## config.mk

```make
export PLATFORM = sky130hd
export DESIGN_NAME = clk_word_calc
export DESIGN_NICKNAME = d
export VERILOG_FILES = /design/src/rtl/clk_word_pkg.sv /design/src/rtl/clk_word_range.sv /design/src/rtl/clk_word_div.sv /design/src/rtl/clk_word_pack.sv /design/src/rtl/clk_word_calc.sv
export SDC_FILE = /design/constraint.sdc
export NUM_CORES = 1
export LEC_CHECK = 0
export ABC_CLOCK_PERIOD_IN_PS = 9600
export CORE_MARGIN = 4
export CORE_UTILIZATION = 65
export CTS_BUF_LIST = sky130_fd_sc_hd__clkbuf_16
export DETAILED_ROUTE_END_ITERATION = 12
export PLACE_DENSITY_LB_ADDON = 0.12
export SKIP_LAST_GASP = 1
export SLEW_MARGIN = 5
export SYNTH_ARGS = -nofsm -noshare
export SYNTH_HDL_FRONTEND = slang
export SYNTH_HIERARCHICAL = 1
export SYNTH_SLANG_ARGS = --single-unit
```

## constraint.sdc

```tcl
create_clock -name clk -period 9.6 [get_ports clk]
set_input_delay 2.88 -clock clk [delete_from_list [all_inputs] [get_ports clk]]
set_output_delay 2.88 -clock clk [all_outputs]
set_load 0.005 [all_outputs]
```

## src/rtl/clk_word_pkg.sv

```systemverilog
package clk_word_pkg;
    localparam int FREQ_W    = 16;
    localparam int WORD_W    = 16;
    localparam int NUM_W     = 32;
    localparam int DEN_W     = 11;
    localparam int CNT_W     = 10;
    localparam int LOW_W     = 9;
    localparam int PD_W      = 4;
    localparam int CODE_LSB  = 9;
    localparam int STOP_LSB  = 11;

    localparam int FREQ_MAX  = 15938;
    localparam int FREQ_MIN  = 1000;
    localparam int BAND_LO   = 8000;
    localparam int REF_MUL   = 46000;   // feedback scale times 1000
    localparam int REF_DIV   = 1432;
    localparam int ROUND_DIV = 1000;
    localparam int ROUND_ADD = 500;
    localparam int CNT_OFS   = 257;

    typedef enum logic [3:0] {
        ST_IDLE,
        ST_CHECK,
        ST_REJECT,
        ST_NORM,
        ST_SCALE,
        ST_SCALE_WAIT,
        ST_ROUND,
        ST_ROUND_WAIT,
        ST_EMIT
    } calc_state_e;
endpackage

```

## src/rtl/clk_word_range.sv

```systemverilog
module clk_word_range #(
    parameter int FREQ_W = clk_word_pkg::FREQ_W
) (
    input  logic [FREQ_W-1:0] freq_i,
    output logic              too_high_o,
    output logic              too_low_o
);
    localparam logic [FREQ_W-1:0] HI_LIM = FREQ_W'(clk_word_pkg::FREQ_MAX);
    localparam logic [FREQ_W-1:0] LO_LIM = FREQ_W'(clk_word_pkg::FREQ_MIN);

    assign too_high_o = (freq_i > HI_LIM);
    assign too_low_o  = (freq_i < LO_LIM);
endmodule

```

## src/rtl/clk_word_div.sv

```systemverilog
module clk_word_div #(
    parameter int NUM_W = clk_word_pkg::NUM_W,
    parameter int DEN_W = clk_word_pkg::DEN_W
) (
    input  logic             clk,
    input  logic             rst_n,
    input  logic             go_i,
    input  logic [NUM_W-1:0] num_i,
    input  logic [DEN_W-1:0] den_i,
    output logic             done_o,
    output logic [NUM_W-1:0] quo_o
);
    localparam int CNT_W = $clog2(NUM_W + 1);

    logic [NUM_W-1:0] sh_q;
    logic [NUM_W-1:0] num_q;
    logic [DEN_W-1:0] den_q;
    logic [DEN_W-1:0] rem_q;
    logic [CNT_W-1:0] cnt_q;
    logic             busy_q;
    logic             done_q;

    logic [DEN_W:0]   trial;
    logic [DEN_W:0]   diff;
    logic             fits;
    logic [DEN_W-1:0] rem_nxt;

    always_comb begin
        trial   = {rem_q, sh_q[NUM_W-1]};
        diff    = trial - {1'b0, den_q};
        fits    = (trial >= {1'b0, den_q});
        rem_nxt = fits ? diff[DEN_W-1:0] : trial[DEN_W-1:0];
    end

    always_ff @(posedge clk) begin
        if (!rst_n) begin
            sh_q   <= '0;
            num_q  <= '0;
            den_q  <= '0;
            rem_q  <= '0;
            cnt_q  <= '0;
            busy_q <= 1'b0;
            done_q <= 1'b0;
        end else begin
            done_q <= 1'b0;
            if (go_i) begin
                sh_q   <= num_i;
                num_q  <= num_i;
                den_q  <= den_i;
                rem_q  <= '0;
                cnt_q  <= CNT_W'(NUM_W);
                busy_q <= 1'b1;
            end else if (busy_q) begin
                sh_q  <= {sh_q[NUM_W-2:0], fits};
                rem_q <= rem_nxt;
                cnt_q <= cnt_q - CNT_W'(1);
                if (cnt_q == CNT_W'(1)) begin
                    busy_q <= 1'b0;
                    done_q <= 1'b1;
                end
            end
        end
    end

    assign done_o = done_q;
    assign quo_o  = sh_q;


    div_identity_chk: assert property (@(posedge clk) disable iff (!rst_n)
        done_q |-> ((64'(sh_q) * 64'(den_q) + 64'(rem_q)) == 64'(num_q)) && (rem_q < den_q));


    div_single_chk: assert property (@(posedge clk) disable iff (!rst_n)
        done_q |=> !done_q);
endmodule

```

## src/rtl/clk_word_pack.sv

```systemverilog
module clk_word_pack #(
    parameter int CNT_W  = clk_word_pkg::CNT_W,
    parameter int WORD_W = clk_word_pkg::WORD_W,
    parameter int PD_W   = clk_word_pkg::PD_W
) (
    input  logic [CNT_W-1:0]  cnt_i,
    input  logic [PD_W-1:0]   pd_i,
    output logic [WORD_W-1:0] word_o,
    output logic              under_o
);
    import clk_word_pkg::*;

    logic [CNT_W-1:0] adj;
    logic [1:0]       code;

    always_comb begin
        adj = cnt_i - CNT_W'(CNT_OFS);
        unique case (pd_i)
            4'b0001: code = 2'd3;
            4'b0010: code = 2'd2;
            4'b0100: code = 2'd1;
            default: code = 2'd0;
        endcase
        word_o = '0;
        word_o[STOP_LSB+1:STOP_LSB] = 2'b11;
        word_o[CODE_LSB+1:CODE_LSB] = code;
        word_o[LOW_W-1:0]           = adj[LOW_W-1:0];
        under_o = |adj[CNT_W-1:LOW_W];
    end
endmodule

```

## src/rtl/clk_word_calc.sv

```systemverilog
module clk_word_calc
    import clk_word_pkg::*;
#(
    parameter int FREQ_W = clk_word_pkg::FREQ_W,
    parameter int WORD_W = clk_word_pkg::WORD_W,
    parameter int PD_W   = clk_word_pkg::PD_W
) (
    input  logic              clk,
    input  logic              rst_n,
    input  logic              start_i,
    input  logic [FREQ_W-1:0] freq_i,
    output logic              done_o,
    output logic              err_o,
    output logic [WORD_W-1:0] word_o,
    output logic [PD_W-1:0]   postdiv_o
);
    localparam logic [FREQ_W-1:0] BAND_EDGE = FREQ_W'(BAND_LO);
    localparam logic [FREQ_W-1:0] BAND_TOP  = FREQ_W'(2 * BAND_LO);

    calc_state_e state, nxt;

    logic [FREQ_W-1:0] f_q;
    logic [PD_W-1:0]   pd_q;
    logic [NUM_W-1:0]  q1_q;
    logic [CNT_W-1:0]  cnt_q;

    logic              too_high, too_low, below_band;
    logic              div_go, div_done;
    logic [NUM_W-1:0]  div_num, div_quo;
    logic [DEN_W-1:0]  div_den;
    logic [WORD_W-1:0] pack_word;
    logic              pack_under;

    clk_word_range #(.FREQ_W(FREQ_W)) i_range (
        .freq_i     (f_q),
        .too_high_o (too_high),
        .too_low_o  (too_low)
    );

    assign below_band = (f_q < BAND_EDGE);

    // state register
    always_ff @(posedge clk) begin
        if (!rst_n) state <= ST_IDLE;
        else        state <= nxt;
    end

    // next-state logic
    always_comb begin
        nxt = state;
        unique case (state)
            ST_IDLE:       if (start_i) nxt = ST_CHECK;
            ST_CHECK:      nxt = (too_high || too_low) ? ST_REJECT : ST_NORM;
            ST_REJECT:     nxt = ST_IDLE;
            ST_NORM:       if (!below_band) nxt = ST_SCALE;
            ST_SCALE:      nxt = ST_SCALE_WAIT;
            ST_SCALE_WAIT: if (div_done) nxt = ST_ROUND;
            ST_ROUND:      nxt = ST_ROUND_WAIT;
            ST_ROUND_WAIT: if (div_done) nxt = ST_EMIT;
            ST_EMIT:       nxt = ST_IDLE;
            default:       nxt = ST_IDLE;
        endcase
    end

    // working registers
    always_ff @(posedge clk) begin
        if (!rst_n) begin
            f_q   <= '0;
            pd_q  <= PD_W'(1);
            q1_q  <= '0;
            cnt_q <= '0;
        end else begin
            unique case (state)
                ST_IDLE: begin
                    if (start_i) begin
                        f_q  <= freq_i;
                        pd_q <= PD_W'(1);
                    end
                end
                ST_NORM: begin
                    if (below_band) begin
                        f_q  <= f_q << 1;
                        pd_q <= pd_q << 1;
                    end
                end
                ST_SCALE_WAIT: if (div_done) q1_q  <= div_quo;
                ST_ROUND_WAIT: if (div_done) cnt_q <= div_quo[CNT_W-1:0];
                default: ;
            endcase
        end
    end

    // shared divider operands
    always_comb begin
        div_go  = (state == ST_SCALE) || (state == ST_ROUND);
        if (state == ST_SCALE) begin
            div_num = NUM_W'(f_q) * NUM_W'(REF_MUL);
            div_den = DEN_W'(REF_DIV);
        end else begin
            div_num = q1_q + NUM_W'(ROUND_ADD);
            div_den = DEN_W'(ROUND_DIV);
        end
    end

    clk_word_div #(.NUM_W(NUM_W), .DEN_W(DEN_W)) i_div (
        .clk    (clk),
        .rst_n  (rst_n),
        .go_i   (div_go),
        .num_i  (div_num),
        .den_i  (div_den),
        .done_o (div_done),
        .quo_o  (div_quo)
    );

    clk_word_pack #(.CNT_W(CNT_W), .WORD_W(WORD_W), .PD_W(PD_W)) i_pack (
        .cnt_i   (cnt_q),
        .pd_i    (pd_q),
        .word_o  (pack_word),
        .under_o (pack_under)
    );

    // output registers
    always_ff @(posedge clk) begin
        if (!rst_n) begin
            done_o    <= 1'b0;
            err_o     <= 1'b0;
            word_o    <= '0;
            postdiv_o <= '0;
        end else begin
            done_o <= 1'b0;
            if (state == ST_EMIT) begin
                done_o    <= 1'b1;
                err_o     <= 1'b0;
                word_o    <= pack_word;
                postdiv_o <= pd_q;
            end else if (state == ST_REJECT) begin
                done_o <= 1'b1;
                err_o  <= 1'b1;
            end
        end
    end


    band_chk: assert property (@(posedge clk) disable iff (!rst_n)
        (state == ST_SCALE) |-> (f_q >= BAND_EDGE) && (f_q < BAND_TOP) && ($countones(pd_q) == 1));


    pd_onehot_chk: assert property (@(posedge clk) disable iff (!rst_n)
        (done_o && !err_o) |-> ($countones(postdiv_o) == 1));


    count_floor_chk: assert property (@(posedge clk) disable iff (!rst_n)
        (state == ST_EMIT) |-> !pack_under);


    stop_bits_chk: assert property (@(posedge clk) disable iff (!rst_n)
        (done_o && !err_o) |-> (word_o[STOP_LSB+1:STOP_LSB] == 2'b11) && (word_o[WORD_W-1:STOP_LSB+2] == '0));


    done_pulse_chk: assert property (@(posedge clk) disable iff (!rst_n)
        done_o |=> !done_o);


    reject_hold_chk: assert property (@(posedge clk) disable iff (!rst_n)
        (done_o && err_o) |-> ($stable(word_o) && $stable(postdiv_o)));


    hold_chk: assert property (@(posedge clk) disable iff (!rst_n)
        !done_o |-> ($stable(word_o) && $stable(postdiv_o) && $stable(err_o)));
endmodule

```

==> results.yml <==
outcome:
  outcome: "finished clean"
timing:
  relSlewSlack_pct: 33.07
  slew_viol_final: 0
  clock-skew-final_ns: 0.01085
  setup_viol: 0
  finalHoldViolCount: 0
  clock.fmax_ghz: 0.1809
  worst_slew_pin_slew_ns: 1.003
  period_share_pct: 57.59
  finalSetupTns_ns: 0
  finalCriticalPeriod_ns: 5.529
  rsz0062_at_grt: "false"
setup_path:
  critPathLaunchType: "register"
  reg2reg_setup_slack_ns: 4.07
  reg2reg_depth: 19
  crit_arrival_ns: 5.85
  cp_max_fo: 13
  r2r_end: "i_div/quo_o[29]"
  worst-setup-path-type: "register to register"
  worstReg2RegStart: "f_q[6]"
  end_kind: "register"
  worst_ep_required_time_ns: 9.92
logic_synthesis:
  synth_area_per_cell_um2: 8.462
  syn_area_mm2: 0.01234
  yosysWarnings: 6
  netlist_instances: 1458
clock_network:
  cts_tree: "yes"
  hold_buffers: 0
  clockBufferDepth: 2
  post-cts-setup-buffer-count: 0
  cts_htree_levels: 4
  cts_buffers: 17
  cts-root-buf: "clkbuf_16"
  clk_pin_slew_ns: 0.06
  cts.sinks: 149
  post_cts_resized: 0
  clk_latency_ns: 0.43
detailed_routing:
  first_pass_iters: 5
  vias: 9729
  drc: 0
  wl_per_cell_um: 15.37
  drtAntennaViolNets: 0
  drtIter0Drc: 506
  via_per_inst: 5.713
  wirelength_mm: 26.18
final_layout:
  syn2layout_area_growth_pct: 8.143
  drive_gt1_share_pct: 4.221
  nNetsFinal: 1674
  n_antenna_cell: 0
  final_cells: 1703
die:
  core_mm2: 0.01871
  die_w_um: 145.8
  die_y_um: 145.8
  die_area_mm2: 0.02125
  start_util_pct: 65.96
  num_rows: 50
  io_pins: 41
global_routing:
  grt_use_total_pct: 25.05
  first_global_vias: 9471
  grt_max_degree: 79
  overflow: 0
  grt_pass1_wl_mm: 45.11
  antenna_found_initial: 0
place:
  io_buffers: 40
  placed_cells: 1672
  hpwlAfterDp_mm: 19.09
  place_congestion: 0.8740
run:
  maxCapViolCount: 0
worst_hold_path:
  min_to: "word_o[5]"
  whs_path_depth: 2
  hold_path.class: "register to register"
  min_from: "word_o[5]"
==> critical path: stages (launching register included) <==
cell	delay, ns
dfxtp_1	0.70
fa_1	0.53
ha_1	0.29
inv_1	0.04
fa_1	0.48
inv_1	0.06
fa_1	0.53
inv_1	0.06
fa_1	0.54
inv_1	0.04
ha_1	0.37
a211oi_1	0.29
o21ai_1	0.14
a2111oi_1	0.53
or4_4	0.24
o211a_1	0.17
nor3_2	0.04
nand2_1	0.07
o21ai_0	0.10
and2_1	0.19
==> per-layer routing <==
metal / vias to the layer above / GRT usage, % / wire (um) / part of all wire [%]
met5: - / 0 / 0 / 0
met1: 4562 / 35.20 / 12510 / 48
met4: 0 / 7.740 / 381 / 1.5
met3: 31 / 4.609 / 1273 / 4.9
li1: 4891 / - / - / -
met2: 245 / 39.45 / 12010 / 46
==> layout by cell type, fill, tap and decap left out, types with 35 or more instances in the layout <==
master	instances
a21boi_0	56
a21oi_1	47
and2_1	36
clkdlybuf4s50_1	39
dfxtp_1	148
fa_1	78
ha_1	120
inv_1	169
mux2i_1	73
nand2_1	203
nor2_1	56
o21ai_0	67
xnor2_1	35
==> metrics by stage <==
step / worst slack, ns / util [%] / hold slack (ns) / area [um^2]
floorplan: 4.574 / - / 0.4388 / 12360
global placement: 4.174 / 68.45 / 0.4483 / 12800
detailed placement: 4.119 / 68.45 / 0.4565 / 12800
CTS: 4.085 / 71.33 / 0.4656 / 13340
global route: 3.716 / 71.33 / 0.4879 / 13340
finish: 4.071 / 71.33 / 0.4630 / 13340
==> flip-flops by register name, summed over array words and instances (netlist names), 4 cells and up <==
register and cells:
pd_q 4, i_div/quo_o 32, i_div/rem_q 11, state 4
postdiv_o 4, word_o 16, q1_q 32, cnt_q 9
i_div/den_q 11, f_q 16, i_div/cnt_q 6
==> final cells by class <==
cell class | count | area [um^2]
sequential | 149 | 2984
multi-input combinational | 1073 | 8438
clock buffer | 17 | 425.4
timing repair buffer | 49 | 462.9
clock inverter | 14 | 112.6
fill | 1517 | 5363
inverter | 167 | 626.9
tap | 234 | 292.8
==> worst max path at each step <==
stage / start / endpoint / slack [ns] / cells after the start
detailed placement: f_q[6] / i_div/quo_o[29] / 4.12 / 19
CTS: f_q[6] / i_div/quo_o[29] / 4.08 / 19
floorplan: f_q[7] / i_div/quo_o[31] / 4.57 / 19
global placement: f_q[7] / i_div/quo_o[29] / 4.17 / 19
global route: f_q[7] / i_div/quo_o[25] / 3.72 / 19
finish: f_q[6] / i_div/quo_o[29] / 4.07 / 19
Power is left out: the tool's default activity adds up to more than one toggle a clock period on the data nets, which glitch-free logic cannot reach.
